$ cat src/rtl/usbaddr_pkg.sv
package usbaddr_pkg;
  localparam int unsigned DEF_DATA_W   = 32;
  localparam int unsigned DEF_ADDR_W   = 7;
  localparam int unsigned DEF_ADDR_LSB = 25;
  localparam int unsigned DEF_FLAG_BIT = 24;

  typedef enum logic [1:0] {
    UPD_NONE   = 2'd0,
    UPD_RESET  = 2'd1,
    UPD_COMMIT = 2'd2,
    UPD_CANCEL = 2'd3
  } upd_kind_e;
endpackage

$ cat src/rtl/usbaddr_event_arb.sv
module usbaddr_event_arb
  import usbaddr_pkg::*;
(
  input  logic      bus_rst,
  input  logic      in_ack,
  input  logic      out_setup,
  input  logic      flag_q,
  output upd_kind_e kind
);
  always_comb begin
    kind = UPD_NONE;
    if (bus_rst) begin
      kind = UPD_RESET;
    end else if (flag_q && in_ack) begin
      kind = UPD_COMMIT;
    end else if (flag_q && out_setup) begin
      kind = UPD_CANCEL;
    end
  end
endmodule

$ cat src/rtl/usbaddr_stage_regs.sv
module usbaddr_stage_regs
  import usbaddr_pkg::*;
#(
  parameter int unsigned ADDR_W = DEF_ADDR_W
) (
  input  logic              clk,
  input  logic              rst,
  input  upd_kind_e         kind,
  input  logic              wr_en,
  input  logic              wr_flag,
  input  logic [ADDR_W-1:0] wr_addr,
  output logic [ADDR_W-1:0] act_q,
  output logic              flag_q
);
  logic [ADDR_W-1:0] hold_q;
  logic [ADDR_W-1:0] act_n;
  logic [ADDR_W-1:0] hold_n;
  logic              flag_n;

  always_comb begin
    act_n  = act_q;
    hold_n = hold_q;
    flag_n = flag_q;
    unique case (kind)
      UPD_RESET: begin
        act_n  = '0;
        hold_n = '0;
        flag_n = 1'b0;
      end
      UPD_COMMIT: begin
        act_n  = hold_q;
        flag_n = 1'b0;
      end
      UPD_CANCEL: flag_n = 1'b0;
      default: ;
    endcase
    if (wr_en && (kind != UPD_RESET)) begin
      hold_n = wr_addr;
      if (wr_flag) begin
        flag_n = 1'b1;
      end else begin
        act_n  = wr_addr;
        flag_n = 1'b0;
      end
    end
  end

  always_ff @(posedge clk) begin
    if (rst) begin
      act_q  <= '0;
      hold_q <= '0;
      flag_q <= 1'b0;
    end else begin
      act_q  <= act_n;
      hold_q <= hold_n;
      flag_q <= flag_n;
    end
  end
endmodule

$ cat src/rtl/usbaddr_match.sv
module usbaddr_match #(
  parameter int unsigned ADDR_W = 7
) (
  input  logic [ADDR_W-1:0] act_addr,
  input  logic [ADDR_W-1:0] tok_addr,
  output logic              hit
);
  logic is_default;
  assign is_default = (act_addr == '0);
  assign hit        = is_default || (tok_addr == act_addr);
endmodule

$ cat src/rtl/usbaddr_regmap.sv
module usbaddr_regmap #(
  parameter int unsigned DATA_W   = 32,
  parameter int unsigned ADDR_W   = 7,
  parameter int unsigned ADDR_LSB = 25,
  parameter int unsigned FLAG_BIT = 24
) (
  input  logic [DATA_W-1:0] wdata,
  input  logic [ADDR_W-1:0] act_addr,
  input  logic              flag,
  output logic [ADDR_W-1:0] wr_addr,
  output logic              wr_flag,
  output logic [DATA_W-1:0] rdata
);
  assign wr_addr = wdata[ADDR_LSB +: ADDR_W];
  assign wr_flag = wdata[FLAG_BIT];

  always_comb begin
    rdata                       = '0;
    rdata[ADDR_LSB +: ADDR_W]   = act_addr;
    rdata[FLAG_BIT]             = flag;
  end
endmodule

$ cat src/rtl/usb_devaddr_stage.sv
module usb_devaddr_stage
  import usbaddr_pkg::*;
#(
  parameter int unsigned DATA_W   = DEF_DATA_W,
  parameter int unsigned ADDR_W   = DEF_ADDR_W,
  parameter int unsigned ADDR_LSB = DEF_ADDR_LSB,
  parameter int unsigned FLAG_BIT = DEF_FLAG_BIT
) (
  input  logic              clk,
  input  logic              rst,
  input  logic              reg_we,
  input  logic [DATA_W-1:0] reg_wdata,
  output logic [DATA_W-1:0] reg_rdata,
  input  logic              ep0_in_ack_evt,
  input  logic              ep0_out_setup_evt,
  input  logic              bus_rst_evt,
  input  logic [ADDR_W-1:0] tok_addr,
  output logic              addr_match
);
  upd_kind_e         kind;
  logic [ADDR_W-1:0] act_q;
  logic              flag_q;
  logic [ADDR_W-1:0] wr_addr;
  logic              wr_flag;

  usbaddr_event_arb u_arb (
    .bus_rst   (bus_rst_evt),
    .in_ack    (ep0_in_ack_evt),
    .out_setup (ep0_out_setup_evt),
    .flag_q    (flag_q),
    .kind      (kind)
  );

  usbaddr_regmap #(
    .DATA_W   (DATA_W),
    .ADDR_W   (ADDR_W),
    .ADDR_LSB (ADDR_LSB),
    .FLAG_BIT (FLAG_BIT)
  ) u_map (
    .wdata    (reg_wdata),
    .act_addr (act_q),
    .flag     (flag_q),
    .wr_addr  (wr_addr),
    .wr_flag  (wr_flag),
    .rdata    (reg_rdata)
  );

  usbaddr_stage_regs #(
    .ADDR_W (ADDR_W)
  ) u_regs (
    .clk     (clk),
    .rst     (rst),
    .kind    (kind),
    .wr_en   (reg_we),
    .wr_flag (wr_flag),
    .wr_addr (wr_addr),
    .act_q   (act_q),
    .flag_q  (flag_q)
  );

  usbaddr_match #(
    .ADDR_W (ADDR_W)
  ) u_match (
    .act_addr (act_q),
    .tok_addr (tok_addr),
    .hit      (addr_match)
  );
endmodule

$ cat config.mk
export PLATFORM = sky130hd
export DESIGN_NAME = usb_devaddr_stage
export DESIGN_NICKNAME = d
export VERILOG_FILES = /design/src/rtl/usbaddr_pkg.sv /design/src/rtl/usbaddr_event_arb.sv /design/src/rtl/usbaddr_stage_regs.sv /design/src/rtl/usbaddr_match.sv /design/src/rtl/usbaddr_regmap.sv /design/src/rtl/usb_devaddr_stage.sv
export SDC_FILE = /design/constraint.sdc
export NUM_CORES = 1
export LEC_CHECK = 0
export BUFFER_PORTS_ARGS = -buffer_cell sky130_fd_sc_hd__buf_2
export CORE_UTILIZATION = 36
export DETAILED_ROUTE_END_ITERATION = 10
export PLACE_DENSITY = 0.87
export SYNTH_ARGS = -nofsm -noshare
export SYNTH_HDL_FRONTEND = slang
export SYNTH_SLANG_ARGS = --single-unit
$ cat constraint.sdc
create_clock -name clk -period 1.5 [get_ports clk]
set_input_delay 0 -clock clk [delete_from_list [all_inputs] [get_ports clk]]
set_output_delay 0 -clock clk [all_outputs]
set_load 0.02 [all_outputs]
### After elaboration in Yosys (flattened, before gate mapping)

Cells that the tools add are included.

| operators by class | value |
|---|---|
| eq/ne operators | 5 |
| muxes and demuxes | 11 |
| reductions and logical operators | 8 |

Operators by type and width:

| cell | number |
|---|---|
| $mux 7 | 4 |
| $pmux 7 s2 | 1 |
| $eq 7x7->1 | 1 |
| $logic_not 7->1 | 1 |
| $mux 2 | 3 |
| $eq 2x2->1 const B | 2 |
| $reduce_bool 2->1 | 2 |
| $logic_and 1x1->1 | 3 |
| $mux 1 | 3 |
| $reduce_or 3->1 | 1 |
| $eq 2x1->1 const B | 1 |
| $ne 2x1->1 const B | 1 |
| $logic_or 1x1->1 | 1 |

| storage, ports and cells | value |
|---|---|
| register bits after elaboration | 15 |
| output and inout bits | 33 |

### Depth between registers and ports, before layout

| depth | value |
|---|---|
| word-level depth | 8 |
| depth in mapped cells | 7 |

### Modules after synthesis

A second synthesis with hierarchy kept.

| second synthesis, totals | value |
|---|---|
| cell total of the unflattened synthesis | 131 |
| area total of the unflattened synthesis | 1126.1 um^2 |

By module, submodules not included:

| module | times used | cells each | area each (um^2) |
|---|---|---|---|
| usbaddr_stage_regs | 1 | 74 | 695.7 |
| usbaddr_regmap | 1 | 41 | 304.0 |
| usbaddr_match | 1 | 12 | 98.8 |
| usbaddr_event_arb | 1 | 4 | 27.5 |

### Worst setup path before layout

No wires, ideal clock.

| timing | value |
|---|---|
| kind | flip-flop to flip-flop |
| start | register u_regs.flag_q |
| end | register u_regs.act_q[1] |
| arrival | 1.336 ns |
| path slack | 0.039 ns |
| cell stages (with the launch flop) | 7 |
| buffers on the path | 1 |
| clock period less this slack | 1.461 ns |
| cells stage by stage | dfxtp_1 > o211ai_1 > ha_1 > buf_2 > nor2b_1 > a311oi_1 > nor3_2 |

| between the ends | value |
|---|---|
| word-level cells in the longest chain between the ends | 8 |
| elaborated cells between the ends (all ways) | 12 |
| those cells by class | eq/ne (3); mux (6); reduce/logical (3) |

Ends and longest elaborated chain:

| element | line | text |
|---|---|---|
| from (decl) | usbaddr_stage_regs.sv:13 | `output logic flag_q` |
| from (signal assigned) | usbaddr_stage_regs.sv:56 | `flag_q <= flag_n;` |
| $logic_and 1x1->1 | usbaddr_event_arb.sv:16 | `end else if (flag_q && out_setup) begin` |
| $mux 2 | usbaddr_event_arb.sv:16 |  |
| $mux 2 * | usbaddr_event_arb.sv:14 | `end else if (flag_q && in_ack) begin` |
| $mux 2 * | usbaddr_event_arb.sv:12 | `if (bus_rst) begin` |
| $eq 2x2->1 / $eq 2x1->1 (equally long branches) | usbaddr_stage_regs.sv:24 | `unique case (kind)` |
| $pmux 7 s2 | usbaddr_stage_regs.sv:24 |  |
| $mux 7 | usbaddr_stage_regs.sv:39 | `if (wr_flag) begin` |
| $mux 7 * | usbaddr_stage_regs.sv:37 | `if (wr_en && (kind != UPD_RESET)) begin` |
| to (signal assigned) | usbaddr_stage_regs.sv:54 | `act_q <= act_n;` |
| to (decl) | usbaddr_stage_regs.sv:12 | `output logic [ADDR_W-1:0] act_q,` |

Every way passes the cells marked *; elsewhere a longest branch is shown, timed or not.
A chain may end at the register's enable or synchronous reset.

### Worst setup path in the final report

Ends and elaborated chain as after synthesis.

==> implementation parameters <==
Parameter                              Value

Status
  Run status    complete, but fails checks
  Violated checks    design-rule violations, negative hold slack

Worst setup path
  Critical path endpoint category    register
  Critical path launch point    u_regs.flag_q$_SDFFE_PP0P_
  Register-to-register setup slack    around 33 ps
  Depth of the most critical reg-to-reg path    5
  Worst setup path class    reg2reg
  CP Max Fanout    7
  Startpoint kind of the worst setup timing path    register
  Reg2reg start    u_regs.flag_q$_SDFFE_PP0P_
  Required time of the critical path    1680 ps
  Critical Path AT    1650 ps
  Endpoint of the worst setup timing path    u_regs.act_q[1]$_SDFF_PP0_
  Reg2Reg Capture Point    u_regs.act_q[1]$_SDFF_PP0_

Global routing
  Initial antenna violation count    0
  Global-route usage over all layers    12.2%
  Wire length of the first global-routing pass    3.03 mm
  Number of global-route vias before repair    737
  Overflow left after global routing    0
  Maximum number of pins on one net before global-route repair    15

Final layout
  Post-route design area    0.00131 mm²
  Fraction of final layout cells with drive strength greater than 1    a little over two fifths
  Post-layout util    a little under half
  Most used cells in the layout excluding fill and tap cells    buf_2, conb_1, dfxtp_1
  NumNets Final    200
  Inserted Diodes    0
  Most common cell after layout, fill and taps aside    buf_2
  Synth-to-layout area growth    25.1%

Clock tree
  Clock tree sinks    15
  Deepest level of the CTS H-tree    1
  Number of CTS-inserted buffers    3
  Maximum number of buffers from clock root to sink    2
  Clock root buffer    clkbuf_4
  Reg clk slew, reported paths    90 ps
  TritonCTS clock tree    yes
  Source-to-sink clock delay at the later pin of the worst-skew pair    290 ps

Routing
  Number of vias in the routed layout    816
  Wire length per cell    ~10 µm
  Number of nets with antenna violations after routing    0
  WL final    approximately 1.9 mm
  Initial DRC count    16
  Count of TritonRoute iterations in the first routing pass    6
  Drc violations    2
  Routed via count divided by cell count    4.46

STA
  Endpoints failing hold    2
  Share of the clock period used by the worst path after layout    97.8%
  Final setup vio count    0
  Final slew viol count    0
  Layout Skew    around 1.2 ps
  Fmax    between 600 and 700 MHz
  Post-layout min period    1470 ps
  Worst hold margin    -9.02 ps

Placement
  DP Area    ~0.0011 mm²
  Half-perimeter wire length after detailed placement    approximately 1.4 mm
  Weighted congestion reported at the end of routability-driven placement    0.778
  Number of buffers added on ports    29

Pwr
  Lkg Pwr    between 0.5 and 0.6 nW
  Total power density per cell area    706 mW/mm²
  IR Drop Worst-Case VDD    approximately 400 µV
  Total power of the final layout    0.924 mW

Floorplan
  Initial Util    37.9%
  IO Count    78
  Chip Height    55.9 µm
  Core area    0.00276 mm²
  Die boundary width    about 56 µm
  Area of the die    about 0.0031 mm²
  # rows    19

Synth
  Number of unique standard cell types used by synthesis    30
  Post-Syn Instances    114
  Number of flops mapped to enable cells by yosys    0
  Share of async-settable or async-resettable flops after synthesis    0%
  Most used flip-flop cell after synthesis    dfxtp_1
  Post-synthesis sequential element count    15
  Synthesized area    0.00105 mm²
  Avg Inst Size Synth    9.18 µm²
  Yosys warns    0
  Sequential fraction of the synthesis area    28.7%

Hold path
  Worst hold path class    in2reg

Flow run
  Max-cap violations    0
## metal layers
layer	GRT usage, %	wire [µm]
met1	14.6	796
met4	6.27	33
met2	21.3	937
met3	1.40	95
met5	0	0
## cell type report
cell class                      instances  area (µm²)
Clock buffer                            3        22.5
Clock inverter                          1        5.00
Fill cell                             273        1450
Inverter                                3        11.3
Multi-Input combinational cell         89         664
Sequential cell                        15         304
Tap cell                               31        38.8
Timing Repair Buffer                   41         263
## worst min path at each step
stage,startpoint,endpoint,cells past startpoint,slack [ps]
floorplan,reg_wdata[31],u_regs.act_q[6]$_SDFF_PP0_,2,140
detailed placement,reg_wdata[28],u_regs.act_q[3]$_SDFF_PP0_,3,270
global route,reg_wdata[24],u_regs.flag_q$_SDFFE_PP0P_,3,4
global placement,reg_wdata[28],u_regs.act_q[3]$_SDFF_PP0_,3,260
CTS,reg_wdata[24],u_regs.flag_q$_SDFFE_PP0P_,3,8
finish,reg_wdata[31],u_regs.act_q[6]$_SDFF_PP0_,3,-9
## cell usage after synthesis, types with 2 or more instances
cell,number,share of area (%)
buf_4,25,18
dfxtp_1,15,29
a311oi_1,7,5.9
mux2i_1,7,6.7
nor2_1,7,2.5
nor2b_1,7,4.2
nor3_2,7,6.7
nor2_2,6,3.6
xnor2_1,4,3.3
inv_1,3,1.1
xor2_1,3,2.5
buf_2,2,0.96
buf_6,2,2.2
ha_1,2,2.4
nand3_1,2,0.96
## where the power goes
part | internal (mW) | total, mW | leakage [nW] | switching (mW)
clock network | 0.0993 | 0.236 | 0.0177 | 0.137
registers | 0.413 | 0.426 | 0.124 | 0.0131
logic | 0.106 | 0.262 | 0.453 | 0.155
total | 0.618 | 0.924 | 0.595 | 0.305
## cell families after synthesis
kind of cell / synth area share (%)
adder cells (fa/ha/maj): 2.39
XOR/XNOR: 5.86
AND/OR/NAND/NOR: 25.0
flip-flops: 28.7
AO/OA/AOI/OAI: 8.49
buffers and inverters: 22.5
other: 0.359
multiplexers: 6.70
## sequential cells by signal (all words and copies together), names as in the netlist
| signal | flops |
|---|---|
| u_regs.act_q | 7 |
| u_regs.hold_q | 7 |
| u_regs.flag_q | 1 |
## critical path: stages (launching register included)
cell and delay, ps:
dfxtp_2 370, o211ai_1 170, ha_4 270, buf_4 170, a311oi_1 310, nor3_2 80
## metrics by stage
stage                     hold slack (ps)  TNS [ps]  instances  setup slack, ps
after floorplan                       138         0        137             39.0
after global placement                263     -13.5        171            -8.32
after detailed placement              274      -345        171            -57.0
after CTS                            8.28         0        181             4.55
after global routing                 4.18     -65.7        183            -38.7
final                               -9.02         0        183             32.7
## timing repair
action,in CTS,in global routing
resized for setup,1,14
hold buffers,6,0
setup endpoints to repair,7,8
setup buffers,0,2
endpoints found under the hold margin,11,0
No activity file was read; power rests on OpenSTA's default activity.
